===== src/rtl/scan_addr_pkg.sv =====
package scan_addr_pkg;
    parameter int LINE_BYTES   = 80;
    parameter int RASTER_LINES = 8;
    parameter int ROWS         = 25;
    parameter int PAGE_W       = 2;
    parameter int OFF_W        = 10;
    parameter int SLICE_W      = 11;
    parameter int ADDR_W       = 16;

    localparam int COL_W = $clog2(LINE_BYTES);
    localparam int RAS_W = $clog2(RASTER_LINES);
    localparam int ROW_W = $clog2(ROWS);
    localparam logic [SLICE_W-1:0] ROW_STRIDE = SLICE_W'(LINE_BYTES);

    typedef struct packed {
        logic [PAGE_W-1:0] page;
        logic [OFF_W-1:0]  off;
    } start_t;

    typedef struct packed {
        logic [ROW_W-1:0] row;
        logic [RAS_W-1:0] raster;
        logic [COL_W-1:0] col;
    } scan_pos_t;

    function automatic logic [SLICE_W-1:0] offset_term(input logic [OFF_W-1:0] off);
        return {off, 1'b0};
    endfunction

    function automatic logic [ADDR_W-1:0] compose_addr(
        input logic [PAGE_W-1:0]  page,
        input logic [RAS_W-1:0]   raster,
        input logic [SLICE_W-1:0] low);
        return {page, raster, low};
    endfunction
endpackage


===== src/rtl/scan_start_regs.sv =====
module scan_start_regs
    import scan_addr_pkg::*;
(
    input  logic       clk,
    input  logic       rst,
    input  logic       frame_start,
    input  logic       hi_we,
    input  logic       lo_we,
    input  logic [7:0] wdata,
    output start_t     active,
    output start_t     next_active
);
    start_t pending;

    always_ff @(posedge clk) begin
        if (rst) begin
            pending <= '0;
        end else begin
            if (hi_we) begin
                pending.page           <= wdata[5:4];
                pending.off[OFF_W-1:8] <= wdata[OFF_W-9:0];
            end
            if (lo_we) begin
                pending.off[7:0] <= wdata;
            end
        end
    end

    assign next_active = frame_start ? pending : active;

    always_ff @(posedge clk) begin
        if (rst) active <= '0;
        else     active <= next_active;
    end


    active_hold_chk: assert property (@(posedge clk) disable iff (rst)
        !frame_start |=> $stable(active));
endmodule


===== src/rtl/scan_pos_counter.sv =====
module scan_pos_counter
    import scan_addr_pkg::*;
(
    input  logic      clk,
    input  logic      rst,
    input  logic      byte_en,
    input  logic      line_start,
    input  logic      frame_start,
    output scan_pos_t pos,
    output logic      row_adv,
    output logic      row_wrap
);
    logic last_col, last_ras, last_row;

    assign last_col = (pos.col    == COL_W'(LINE_BYTES - 1));
    assign last_ras = (pos.raster == RAS_W'(RASTER_LINES - 1));
    assign last_row = (pos.row    == ROW_W'(ROWS - 1));
    assign row_adv  = line_start && !frame_start && last_ras;
    assign row_wrap = row_adv && last_row;

    always_ff @(posedge clk) begin
        if (rst || frame_start) begin
            pos <= '0;
        end else if (line_start) begin
            pos.col <= '0;
            if (last_ras) begin
                pos.raster <= '0;
                pos.row    <= last_row ? '0 : pos.row + 1'b1;
            end else begin
                pos.raster <= pos.raster + 1'b1;
            end
        end else if (byte_en && !last_col) begin
            pos.col <= pos.col + 1'b1;
        end
    end


    col_step_chk: assert property (@(posedge clk) disable iff (rst)
        byte_en && !line_start && !frame_start && (pos.col < COL_W'(LINE_BYTES - 1))
        |=> pos.col == $past(pos.col) + 1'b1);


    raster_step_chk: assert property (@(posedge clk) disable iff (rst)
        line_start && !frame_start && (pos.raster != RAS_W'(RASTER_LINES - 1))
        |=> (pos.raster == $past(pos.raster) + 1'b1) && (pos.col == '0));


    frame_home_chk: assert property (@(posedge clk) disable iff (rst)
        frame_start |=> pos == '0);
endmodule


===== src/rtl/scan_addr_compose.sv =====
module scan_addr_compose
    import scan_addr_pkg::*;
(
    input  logic              clk,
    input  logic              rst,
    input  logic              frame_start,
    input  logic              row_adv,
    input  logic              row_wrap,
    input  start_t            active,
    input  start_t            next_active,
    input  scan_pos_t         pos,
    output logic [ADDR_W-1:0] vaddr
);
    logic [SLICE_W-1:0] row_base;
    logic [SLICE_W-1:0] slice_low;

    always_ff @(posedge clk) begin
        if (rst)            row_base <= '0;
        else if (frame_start) row_base <= offset_term(next_active.off);
        else if (row_wrap)  row_base <= offset_term(active.off);
        else if (row_adv)   row_base <= row_base + ROW_STRIDE;
    end

    assign slice_low = row_base + SLICE_W'(pos.col);
    assign vaddr     = compose_addr(active.page, pos.raster, slice_low);


    row_step_chk: assert property (@(posedge clk) disable iff (rst)
        row_adv && !row_wrap |=> row_base == $past(row_base) + ROW_STRIDE);


    row_wrap_chk: assert property (@(posedge clk) disable iff (rst)
        row_wrap |=> row_base == offset_term(active.off));
endmodule


===== src/rtl/scan_addr_gen.sv =====
module scan_addr_gen
    import scan_addr_pkg::*;
(
    input  logic        clk,
    input  logic        rst,
    input  logic        byte_en,
    input  logic        line_start,
    input  logic        frame_start,
    input  logic        start_hi_we,
    input  logic        start_lo_we,
    input  logic [7:0]  start_data,
    output logic [15:0] vaddr
);
    start_t    active, next_active;
    scan_pos_t pos;
    logic      row_adv, row_wrap;

    scan_start_regs u_regs (
        .clk(clk), .rst(rst), .frame_start(frame_start),
        .hi_we(start_hi_we), .lo_we(start_lo_we), .wdata(start_data),
        .active(active), .next_active(next_active)
    );

    scan_pos_counter u_cnt (
        .clk(clk), .rst(rst), .byte_en(byte_en), .line_start(line_start),
        .frame_start(frame_start), .pos(pos), .row_adv(row_adv), .row_wrap(row_wrap)
    );

    scan_addr_compose u_cmp (
        .clk(clk), .rst(rst), .frame_start(frame_start), .row_adv(row_adv),
        .row_wrap(row_wrap), .active(active), .next_active(next_active),
        .pos(pos), .vaddr(vaddr)
    );


    reset_zero_chk: assert property (@(posedge clk)
        rst |=> vaddr == 16'h0000);
endmodule


===== config.mk =====
export PLATFORM = sky130hd
export DESIGN_NAME = scan_addr_gen
export DESIGN_NICKNAME = d
export VERILOG_FILES = /design/src/rtl/scan_addr_pkg.sv /design/src/rtl/scan_start_regs.sv /design/src/rtl/scan_pos_counter.sv /design/src/rtl/scan_addr_compose.sv /design/src/rtl/scan_addr_gen.sv
export SDC_FILE = /design/constraint.sdc
export NUM_CORES = 1
export LEC_CHECK = 0
export BUFFER_PORTS_ARGS = -buffer_cell sky130_fd_sc_hd__buf_2
export CAP_MARGIN = 20
export CORE_UTILIZATION = 50
export DETAILED_ROUTE_END_ITERATION = 7
export GPL_ROUTABILITY_DRIVEN = 0
export GPL_TIMING_DRIVEN = 0
export HOLD_SLACK_MARGIN = 0.1
export PLACE_DENSITY_LB_ADDON = 0.05
export SKIP_CTS_REPAIR_TIMING = 1
export SLEW_MARGIN = 10
export SYNTH_ARGS = -nofsm -noshare
export SYNTH_HDL_FRONTEND = slang
export SYNTH_SLANG_ARGS = --single-unit

===== constraint.sdc =====
create_clock -name clk -period 2 [get_ports clk]
set_input_delay 0.3 -clock clk [delete_from_list [all_inputs] [get_ports clk]]
set_output_delay 0.3 -clock clk [all_outputs]
set_load 0.005 [all_outputs]

==> metrics.md <==
| Metric | Value |
|---|---|
| Register area | 987.2 um2 |
| Seq pwr share | 0.584 |
| P_int | 1.340 mW |
| CP max-delay cell | or4b_1 |
| Number of detailed-route iterations in the first pass | 4 |
| Relative slew slack | 0.6095 |
| I/O pin cnt | 31 |
| WL/cell | 13.94 um |
| Crit. End Element | primary output |
| Sequential fraction of the synthesis area | 0.3881 |
| Power Density | 610.2 mW/mm2 |
| Critical Path Fanout Max | 5 |
| Congestion Overflow GR | 0 |
| Psw | 0.4360 mW |
| Input/output buffers | 28 |
| HP Class | primary input to register |
| TritonCTS Buffers | 5 |
| Buf/Inv on CP | 2 |
| Drc violations | 0 |
| Clock share of power | 0.319 |
| Critical path cell sequence | ha_4 -> inv_2 -> fa_2 -> nor2b_4 -> o31a_1 -> or4b_1 -> nand3_1 -> buf_2 |
| Setup crit start kind | register |
| Clock Tree Buf Depth | 2 |
| DR iter-0 viols | 109 |
| All-layer global routing usage | 0.2150 |
| Share of cells above drive strength 1 | 0.2181 |
| F_max | 410.5 MHz |
| Yosys top cell by area | dfxtp_1 |
| Post-DP HPWL | 3957 um |
| Root Buffer | clkbuf_8 |
| Die area | 0.005343 mm2 |
| Synthesized instance count | 282 |
| Post-synthesis net count | 310 |
| Yosys warning count | 0 |
| Arr. time, crit path | 2.14 ns |
| Area of the multi-input gates | 0.001449 mm2 |
| Layout net count | 348 |
| Detailed Route WL | 5409 um |
| Area Overhead vs Synth | 15.15% |
| Worst-Margin Slew | 0.5857 ns |
| Largest net degree at the start of global routing | 15 |
| Num rows | 25 |
| Max incr delay on CP | 0.47 ns |
| Die W | 73.10 um |
| Final setup fails | 6 |
| Number of synthesized flops with an enable pin | 0 |
| Most frequent cell after synthesis | dfxtp_1 |
| RSZ-0062 raised after global routing | yes |
| Final ANT Viol Nets | 0 |
| Routed via count | 2104 |
| Core footprint | 0.004786 mm2 |
| LEAKAGE | 1.234 nW |
| Die height | 73.10 um |
| Synth Register Bits | 49 |
| Predominant post-synthesis flop cell | dfxtp_1 |
| Post-Place Cells | 377 |
| Post-DR vias/cell | 5.423 |
| Synth cell types | 52 |
| TritonCTS clock tree | yes |
| Clock latency on the worst-skew pair | 0.30 ns |
| Fill cell count | 451 |
| Commonest cells post-synth | dfxtp_1 (49), nor2_1 (42), mux2i_1 (22) |
| Diode count | 0 |
| Maximum vdd drop | 0.3960 mV |
| Initial Util | 0.5281 |
| Finished Layout Cells | 388 |
| First-pass GRT wire length | 8797 um |
| Worst-path clk slew | 0.09 ns |
| Outcome | finished, violations left |
| Largest cells by area after synthesis | dfxtp_1 (39%), mux2i_1 (8.7%), nor2_1 (6.2%) |
| Number of global-route vias before repair | 1835 |
| H-Tree Depth | 2 |
| Setup WS post-layout | -0.4362 ns |
| Min Hold Slack | 0.2309 ns |
| CP startpoint | u_cnt.pos[1] |
| Antenna violations before repair | 0 |
| CP top delay family | simple AND/OR/NAND/NOR gates |
| Dpl ws | -0.1917 ns |
| Final min period | 2.436 ns |
| Combinational share of power | 0.098 |
| Clock sinks | 49 |
| Final Max Tran Viols | 0 |
| FFs w/ async S/R, synth | 0 |
| Switching share of power | 0.2455 |
| Hold Path Origin | start_data[6] |
| Netlist Area Pre-Place | 0.002527 mm2 |
| Clock skew | 0.007739 ns |
| Failing checks | setup timing |
| Fin crit share | 1.218 |
| Reg2reg start | u_cnt.pos[7] |
| Req. time, crit path | 1.70 ns |
| Syn Area/Cell | 8.962 um2 |
| Worst Path Class, Setup | register to primary output |
| Final hold violations | 0 |
| Max-cap violations | 0 |
| Post-synth top area share | 0.3881 |
==> cell usage in the layout (no fill, tap or decap), drive strengths merged, types with 4 or more instances in the layout <==
cell type	synthesis	routed
a21oi	15	15
nor2	43	43
nand4	4	4
and3	4	4
xnor2	6	6
inv	9	9
ha	12	12
nand2	17	17
o21ai	8	8
o211ai	4	4
clkbuf	6	13
nand2b	5	5
nor3	7	7
buf	13	44
nand3	8	8
mux2i	22	22
xor2	8	8
dfxtp	49	49
==> metal layers <==
| layer | vias to the layer above | global-route usage | part of all wire |
|---|---|---|---|
| met3 | 7 | 0.04420 | 0.035 |
| li1 | 1079 | - | - |
| met4 | 0 | 0.08061 | 0.016 |
| met2 | 49 | 0.3385 | 0.47 |
| met1 | 969 | 0.2895 | 0.48 |
| met5 | - | 0 | 0 |
==> final timing paths <==
kind                                           to  slack, ns  cells after the start
worst max-delay path                     vaddr[9]      -0.44                      8
worst min-delay path            u_regs.pending[6]       0.23                      3
worst max register to register      u_cnt.pos[12]       0.26                      6
worst min register to register   u_regs.active[4]       0.48                      2
==> area by class of cell <==
type / instances / share of cell area
plain buffers: 19 / 0.03783
clock buffers: 7 / 0.02623
clock inverters: 1 / 0.002580
inverters: 9 / 0.01161
multi-input cells: 205 / 0.4979
flip-flops and latches: 49 / 0.3392
well taps: 67 / 0.02880
repair buffers: 31 / 0.05589
==> sequential cells by signal, summed over array words and instances (netlist names) <==
name / flops
u_cnt.pos: 15
u_cmp.row_base: 10
u_regs.pending: 12
u_regs.active: 12
==> metrics by stage <==
stage	power [mW]	setup TNS, ns	util	area, um2
after CTS	1.788	-1.661	0.5924	2835
after floorplan	1.163	0	-	2527
after global routing	1.859	-1.830	0.6081	2910
final	1.776	-1.207	0.6081	2910
after detailed placement	1.225	-0.3127	0.5749	2751
after global placement	1.221	-0.2261	0.5749	2751
==> worst min-delay path, delay by kind of cell <==
family / cells / cell delay (ns)
buf+inv: 1 / 0.07
mux: 1 / 0.06
simple gates: 1 / 0.07
==> cell families (layout without fill, tap and decap cells) <==
logic type	after synthesis	count (layout)	share of synthesized area
AOI/OAI and AO/OA	52	52	0.1460
DFF	49	49	0.3881
xor gates and xnor gates	14	14	0.04852
adders and majority gates	13	13	0.06733
and+or+nand+nor	104	104	0.2059
muxes	22	22	0.08713
buffers and inverters	28	67	0.05693
==> power groups by stage <==
stage	combinational [mW]	sequential, mW	clock [mW]
after floorplan	0.116	1.05	0
after global placement	0.165	1.06	0
after detailed placement	0.169	1.06	0
after CTS	0.169	1.03	0.585
after global routing	0.194	1.04	0.623
final	0.173	1.04	0.566
No activity file was read; power rests on OpenSTA's default activity.
